==> config.mk <==
export PLATFORM = sky130hd
export DESIGN_NAME = lst_err_logger
export DESIGN_NICKNAME = d
export VERILOG_FILES = /design/src/rtl/lst_pkg.sv /design/src/rtl/lst_run_ctrl.sv /design/src/rtl/lst_err_track.sv /design/src/rtl/lst_status.sv /design/src/rtl/lst_err_logger.sv
export SDC_FILE = /design/constraint.sdc
export NUM_CORES = 1
export LEC_CHECK = 0
export ABC_CLOCK_PERIOD_IN_PS = 1680
export CAP_MARGIN = 15
export CORE_MARGIN = 5
export CORE_UTILIZATION = 40
export DETAILED_ROUTE_END_ITERATION = 8
export PLACE_DENSITY = 0.74
export SYNTH_ARGS = -nofsm -noshare
export SYNTH_HDL_FRONTEND = slang
export SYNTH_SLANG_ARGS = --single-unit
==> constraint.sdc <==
create_clock -name clk -period 1.68 [get_ports clk]
set_input_delay 0.252 -clock clk [delete_from_list [all_inputs] [get_ports clk]]
set_output_delay 0.252 -clock clk [all_outputs]
set_load 0.03 [all_outputs]
==> src/rtl/lst_pkg.sv <==
package lst_pkg;
  typedef enum logic [1:0] {
    ST_OK      = 2'b00,
    ST_WAIT_SD = 2'b01,
    ST_FAIL    = 2'b10
  } lst_status_e;
endpackage

==> src/rtl/lst_run_ctrl.sv <==
module lst_run_ctrl (
  input  logic clk,
  input  logic rst_n,
  input  logic start_i,
  input  logic sd_i,
  input  logic end_ev_i,
  output logic run_o,
  output logic sd_got_o,
  output logic stop_o
);
  logic run_q, sd_q, stop_q;

  always_ff @(posedge clk or negedge rst_n) begin
    if (!rst_n) begin
      run_q  <= 1'b0;
      sd_q   <= 1'b0;
      stop_q <= 1'b0;
    end else begin
      stop_q <= end_ev_i & ~start_i;
      if (start_i)       run_q <= 1'b1;
      else if (end_ev_i) run_q <= 1'b0;
      if (start_i)              sd_q <= 1'b0;
      else if (run_q && sd_i)   sd_q <= 1'b1;
    end
  end

  assign run_o    = run_q;
  assign sd_got_o = sd_q;
  assign stop_o   = stop_q;

  AST_STOP_ENDS_RUN: assert property (@(posedge clk) disable iff (!rst_n)
    stop_q |-> !run_q);
  AST_STOP_ONE_CYCLE: assert property (@(posedge clk) disable iff (!rst_n)
    stop_q && !start_i |=> !stop_q);
endmodule

==> src/rtl/lst_err_track.sv <==
module lst_err_track #(
  parameter int LANES  = 12,
  parameter int CNT_W  = 10,
  parameter int LANE_W = 4
) (
  input  logic              clk,
  input  logic              rst_n,
  input  logic              clr_i,
  input  logic              start_i,
  input  logic              err_ev_i,
  input  logic              first_ev_i,
  input  logic [LANES-1:0]  lane_err_i,
  output logic [CNT_W-1:0]  cnt_o,
  output logic [LANE_W-1:0] lane_o,
  output logic              seen_o
);
  localparam logic [CNT_W-1:0] CNT_MAX = {CNT_W{1'b1}};

  function automatic logic [CNT_W-1:0] sat_inc(input logic [CNT_W-1:0] v);
    return (v == CNT_MAX) ? v : v + 1'b1;
  endfunction

  function automatic logic [LANE_W-1:0] top_lane(input logic [LANES-1:0] v);
    logic [LANE_W-1:0] r;
    logic hit;
    r   = '0;
    hit = 1'b0;
    for (int i = LANES-1; i >= 0; i--) begin
      if (!hit && v[i]) begin
        r   = LANE_W'(i);
        hit = 1'b1;
      end
    end
    return r;
  endfunction

  logic [CNT_W-1:0]  cnt_q;
  logic [LANE_W-1:0] lane_q;
  logic              seen_q;

  always_ff @(posedge clk or negedge rst_n) begin
    if (!rst_n) begin
      cnt_q  <= '0;
      lane_q <= '0;
      seen_q <= 1'b0;
    end else if (clr_i || start_i) begin
      cnt_q  <= '0;
      lane_q <= '0;
      seen_q <= 1'b0;
    end else if (err_ev_i) begin
      cnt_q  <= sat_inc(cnt_q);
      seen_q <= 1'b1;
      if (first_ev_i) lane_q <= top_lane(lane_err_i);
    end
  end

  assign cnt_o  = cnt_q;
  assign lane_o = lane_q;
  assign seen_o = seen_q;

  AST_CNT_SATURATES: assert property (@(posedge clk) disable iff (!rst_n)
    (cnt_q == CNT_MAX) && !clr_i && !start_i |=> cnt_q == CNT_MAX);
  AST_CNT_STEP: assert property (@(posedge clk) disable iff (!rst_n)
    err_ev_i && !clr_i && !start_i && (cnt_q != CNT_MAX) |=> cnt_q == $past(cnt_q) + 1'b1);
  AST_LANE_HELD: assert property (@(posedge clk) disable iff (!rst_n)
    seen_q && !clr_i && !start_i |=> $stable(lane_q));
  AST_CLEAR_WINS: assert property (@(posedge clk) disable iff (!rst_n)
    clr_i |=> (cnt_q == '0) && (lane_q == '0));
endmodule

==> src/rtl/lst_status.sv <==
module lst_status
  import lst_pkg::*;
(
  input  logic        clk,
  input  logic        rst_n,
  input  logic        clr_i,
  input  logic        start_i,
  input  logic        sd_ev_i,
  input  logic        first_ev_i,
  output logic [1:0]  status_o
);
  lst_status_e st_q;

  always_ff @(posedge clk or negedge rst_n) begin
    if (!rst_n)                             st_q <= ST_OK;
    else if (clr_i)                         st_q <= ST_OK;
    else if (start_i)                       st_q <= ST_WAIT_SD;
    else if (first_ev_i)                    st_q <= ST_FAIL;
    else if (sd_ev_i && st_q == ST_WAIT_SD) st_q <= ST_OK;
  end

  assign status_o = st_q;

  AST_NO_RESERVED: assert property (@(posedge clk) disable iff (!rst_n)
    status_o != 2'b11);
  AST_WAIT_HOLDS: assert property (@(posedge clk) disable iff (!rst_n)
    st_q == ST_WAIT_SD && !sd_ev_i && !clr_i && !start_i |=> st_q == ST_WAIT_SD);
  AST_START_WAITS: assert property (@(posedge clk) disable iff (!rst_n)
    start_i && !clr_i |=> st_q == ST_WAIT_SD);
endmodule

==> src/rtl/lst_err_logger.sv <==
module lst_err_logger #(
  parameter int LANES  = 12,
  parameter int CNT_W  = 10,
  parameter int LANE_W = (LANES > 1) ? $clog2(LANES) : 1
) (
  input  logic              clk,
  input  logic              rst_n,
  input  logic              start_i,
  input  logic              sd_seen_i,
  input  logic              frame_vld_i,
  input  logic [LANES-1:0]  lane_err_i,
  input  logic              stop_on_err_i,
  input  logic              loop_forever_i,
  input  logic              pass_done_i,
  input  logic              sw_clr_i,
  output logic [CNT_W-1:0]  err_cnt_o,
  output logic [LANE_W-1:0] err_lane_o,
  output logic [1:0]        status_o,
  output logic              stop_req_o
);
  logic run_q, sd_got_q, seen_err;
  logic start_eff, ev_err, ev_first, ev_sd, ev_end;

  assign start_eff = start_i & ~sw_clr_i;
  assign ev_err    = run_q & sd_got_q & frame_vld_i & (|lane_err_i);
  assign ev_first  = ev_err & ~seen_err;
  assign ev_sd     = run_q & ~sd_got_q & sd_seen_i;
  assign ev_end    = run_q & ((ev_first & stop_on_err_i) | (pass_done_i & ~loop_forever_i));

  lst_run_ctrl u_ctrl (
    .clk      (clk),
    .rst_n    (rst_n),
    .start_i  (start_eff),
    .sd_i     (sd_seen_i),
    .end_ev_i (ev_end),
    .run_o    (run_q),
    .sd_got_o (sd_got_q),
    .stop_o   (stop_req_o)
  );

  lst_err_track #(.LANES(LANES), .CNT_W(CNT_W), .LANE_W(LANE_W)) u_track (
    .clk        (clk),
    .rst_n      (rst_n),
    .clr_i      (sw_clr_i),
    .start_i    (start_eff),
    .err_ev_i   (ev_err),
    .first_ev_i (ev_first),
    .lane_err_i (lane_err_i),
    .cnt_o      (err_cnt_o),
    .lane_o     (err_lane_o),
    .seen_o     (seen_err)
  );

  lst_status u_status (
    .clk        (clk),
    .rst_n      (rst_n),
    .clr_i      (sw_clr_i),
    .start_i    (start_eff),
    .sd_ev_i    (ev_sd),
    .first_ev_i (ev_first),
    .status_o   (status_o)
  );

  AST_PRE_SD_IGNORED: assert property (@(posedge clk) disable iff (!rst_n)
    !sd_got_q && !sw_clr_i && !start_eff |=> $stable(err_cnt_o) && $stable(err_lane_o));
  AST_NO_VALID_NO_COUNT: assert property (@(posedge clk) disable iff (!rst_n)
    !frame_vld_i && !sw_clr_i && !start_eff |=> $stable(err_cnt_o));
  AST_LOOP_NO_STOP: assert property (@(posedge clk) disable iff (!rst_n)
    loop_forever_i && !stop_on_err_i |=> !stop_req_o);
endmodule

==> summary.md <==
| Metric | Value |
|---|---|
| Status | `complete, no violations` |
| Hold Violations, Final | `0` |
| Vias per cell | `~5.2` |
| Arrival time worst endpoint | `~1900 ps` |
| Top cells by area, synth | `dfrtp_1 46%, nor2_1 6.2%, xor2_1 4.9%` |
| Pwr Total | `roughly 1100 µW` |
| Clk sinks | `20` |
| Std cell rows | `18` |
| Inst Count DP | `197` |
| Max Root-Sink Buffers | `2` |
| Relative slew slack | `77.4%` |
| Total global-route track usage | `approximately 16%` |
| ANT cells | `0` |
| Startpoint class of the critical path | `primary input` |
| Tcrit/Tclk final | `between 90% and 100%` |
| Vias in the first global route | `~1100` |
| Core area | `2520 µm²` |
| Req. time, crit path | `~1900 ps` |
| Achievable Freq | `a little over 0.6 GHz` |
| Vias | `1070` |
| Final #Nets | `199` |
| CP Capture Type | `flip-flop` |
| DRC viols | `0` |
| Detailed placement HPWL | `between 2000 and 2500 µm` |
| Synth top cells by count | `20 x dfrtp_1, 18 x nor2_1, 10 x nand3_1` |
| PortBufs | `37` |
| Max-Cap Viols | `0` |
| Num ports | `38` |
| Num CTS Buffers | `3` |
| Post-synth ARST share | `100%` |
| Sequential area share after synthesis | `between 40% and 50%` |
| Die area | `~3800 µm²` |
| Most area-hungry cell type in the Yosys netlist | `dfrtp_1` |
| Initial Util | `between 40% and 50%` |
| Setup_tns | `0 ps` |
| Drt total wl | `about 2900 µm` |
| Synth Instances | `114` |
| Min-delay worst type | `in -> async` |
| Multi-input gate area | `about 580 µm²` |
| Top-count cell post-synth | `dfrtp_1` |
| Yosys cell types | `37` |
| RSZ-0062 raised after global routing | `yes` |
| Post-route ant nets | `0` |
| Fraction of layout instances using a drive strength above 1 | `between 20% and 30%` |
| Final setup fails | `0` |
| CTS tree | `done` |
| DRT Pass-1 Iters | `4` |
| Max FO, Critical Path | `6` |
| Initial antenna violation count | `0` |
| Final Wtd Congestion | `between 0.8 and 0.9` |
| Layout Utilization | `a little over two thirds` |
| CTS root buffer | `clkbuf_4` |
| Avg Inst Size Synth | `approximately 9.5 µm²` |
| Clock-pin slew on the worst setup and hold paths | `around 130 ps` |
| Mapped Nets | `136` |
| Synth warnings | `0` |
| PwrDens | `642 nW/µm²` |
| Min cycle time layout | `between 1500 and 2000 ps` |
| Final cell count without fillers | `206` |
| Per-cell routed wire length | `14.0 µm` |
| Seq. cell area | `about 500 µm²` |
| Post-synth EDFFs | `0` |
| Pin count of the biggest net entering global routing | `21` |
| Congestion Overflow GR | `0` |
| Fillers | `201` |
| Synth Register Bits | `20` |
| Die Span Y | `just over 60 µm` |
| Synth top area share | `46.2%` |
| Fin Clk Skew | `10.4 ps` |
| First-pass GRT wire length | `4510 µm` |
| Die Wd | `slightly above 60 µm` |
| Clk_lat worst skew | `just over 300 ps` |
| Post-synth design cell area | `roughly 1100 µm²` |
| P&R area growth vs syn | `63.0%` |
| Final slew viol count | `0` |
| Iteration-0 DRC count of the detailed router | `14` |
| Peak VDD IR | `0.000674 V` |
| Leakage | `just over 0.0009 µW` |
| Worst Setup Path Type | `in -> reg` |
| Most used DFF post-synth | `dfrtp_1` |
| H-tree depth | `1` |
| Worst-Margin Slew | `between 300 and 400 ps` |
[stage by stage]
step | instance area (µm²) | setup slack, ps | hold WS [ps]
global route | 1760 | -59.1 | 277
detailed placement | 1620 | -303 | 513
global placement | 1620 | -252 | 507
finish | 1760 | 31.9 | 264
CTS | 1670 | 2.56 | 264
floorplan | 1090 | 20.5 | -43.6
[layer usage]
metal | vias up | part of all wire [%] | global-route usage (%) | wire length [µm]
met5 | - | 0 | 0 | 0
met4 | 0 | 0.56 | 7.58 | 16
met3 | 2 | 6.6 | 4.13 | 189
met2 | 29 | 51 | 27.8 | 1460
met1 | 507 | 42 | 17.8 | 1220
li1 | 532 | - | - | -
[layout by cell type (no fill, tap or decap), types with 5 or more instances in the layout]
cell type / instances
clkdlybuf4s50_1: 21
dfrtp_1: 18
nand2_1: 5
a21oi_1: 8
dlymetal6s2s_1: 11
nor2_1: 18
nand3_1: 9
xor2_1: 6
buf_4: 24
dlygate4sd2_1: 5
[power breakdown]
part	total, µW	switching, µW	internal, µW
clock network	399	158	241
registers	509	12.0	497
logic	225	105	120
[worst paths after layout]
check	start	to	slack, ps	depth (start not counted)
worst max-delay path	lane_err_i[3]	u_track.lane_o[0]$_DFFE_PN0P_	30	7
worst min register to register	u_track.lane_o[1]$_DFFE_PN0P_	u_track.lane_o[1]$_DFFE_PN0P_	540	2
max in group asynchronous	rst_n	u_track.cnt_o[0]$_DFFE_PN0P_	1180	2
min in group clk	lane_err_i[8]	u_track.lane_o[2]$_DFFE_PN0P_	450	5
worst max register to register	u_ctrl.run_o$_DFFE_PN0P_	u_track.lane_o[0]$_DFFE_PN0P_	40	5
worst min-delay path	rst_n	u_track.cnt_o[5]$_DFFE_PN0P_	260	2
[sequential cells by signal, summed over array words and instances (netlist names)]
| register | cells |
|---|---|
| u_track.cnt_o | 10 |
| u_ctrl.run_o | 1 |
| u_ctrl.sd_got_o | 1 |
| u_track.seen_o | 1 |
| u_ctrl.stop_o | 1 |
| u_track.lane_o | 4 |
| u_status.status_o | 2 |
[area by class of cell]
class | count | share of cell area [%]
inverter | 4 | 0.851
tap | 30 | 2.13
sequential | 20 | 28.5
clock inverter | 1 | 1.70
multi-input combinational | 87 | 33.1
clock buffer | 3 | 1.28
timing repair buffer | 61 | 32.4
[what timing repair did]
action / CTS / global route
pin swaps: 0 / 2
buffers inserted: 0 / 5
endpoints found under the setup margin: 5 / 16
resized for setup: 5 / 17
hold buffers: 0 / 0
[cell families after synthesis]
logic type | Yosys count | synth area share (%)
and+or+nand+nor | 59 | 31.2
AOI/OAI and AO/OA | 21 | 13.4
DFF | 20 | 46.2
buffers and inverters | 7 | 3.12
xor gates and xnor gates | 6 | 4.86
adders and majority gates | 1 | 1.16
[critical path: stages]
cell and delay, ps:
clkdlybuf4s50_1 480, nor4_1 60, buf_4 140, a31oi_4 250
nand2b_2 90, or4_1 510, o31ai_1 80
Power figures use the tool's default switching activity.
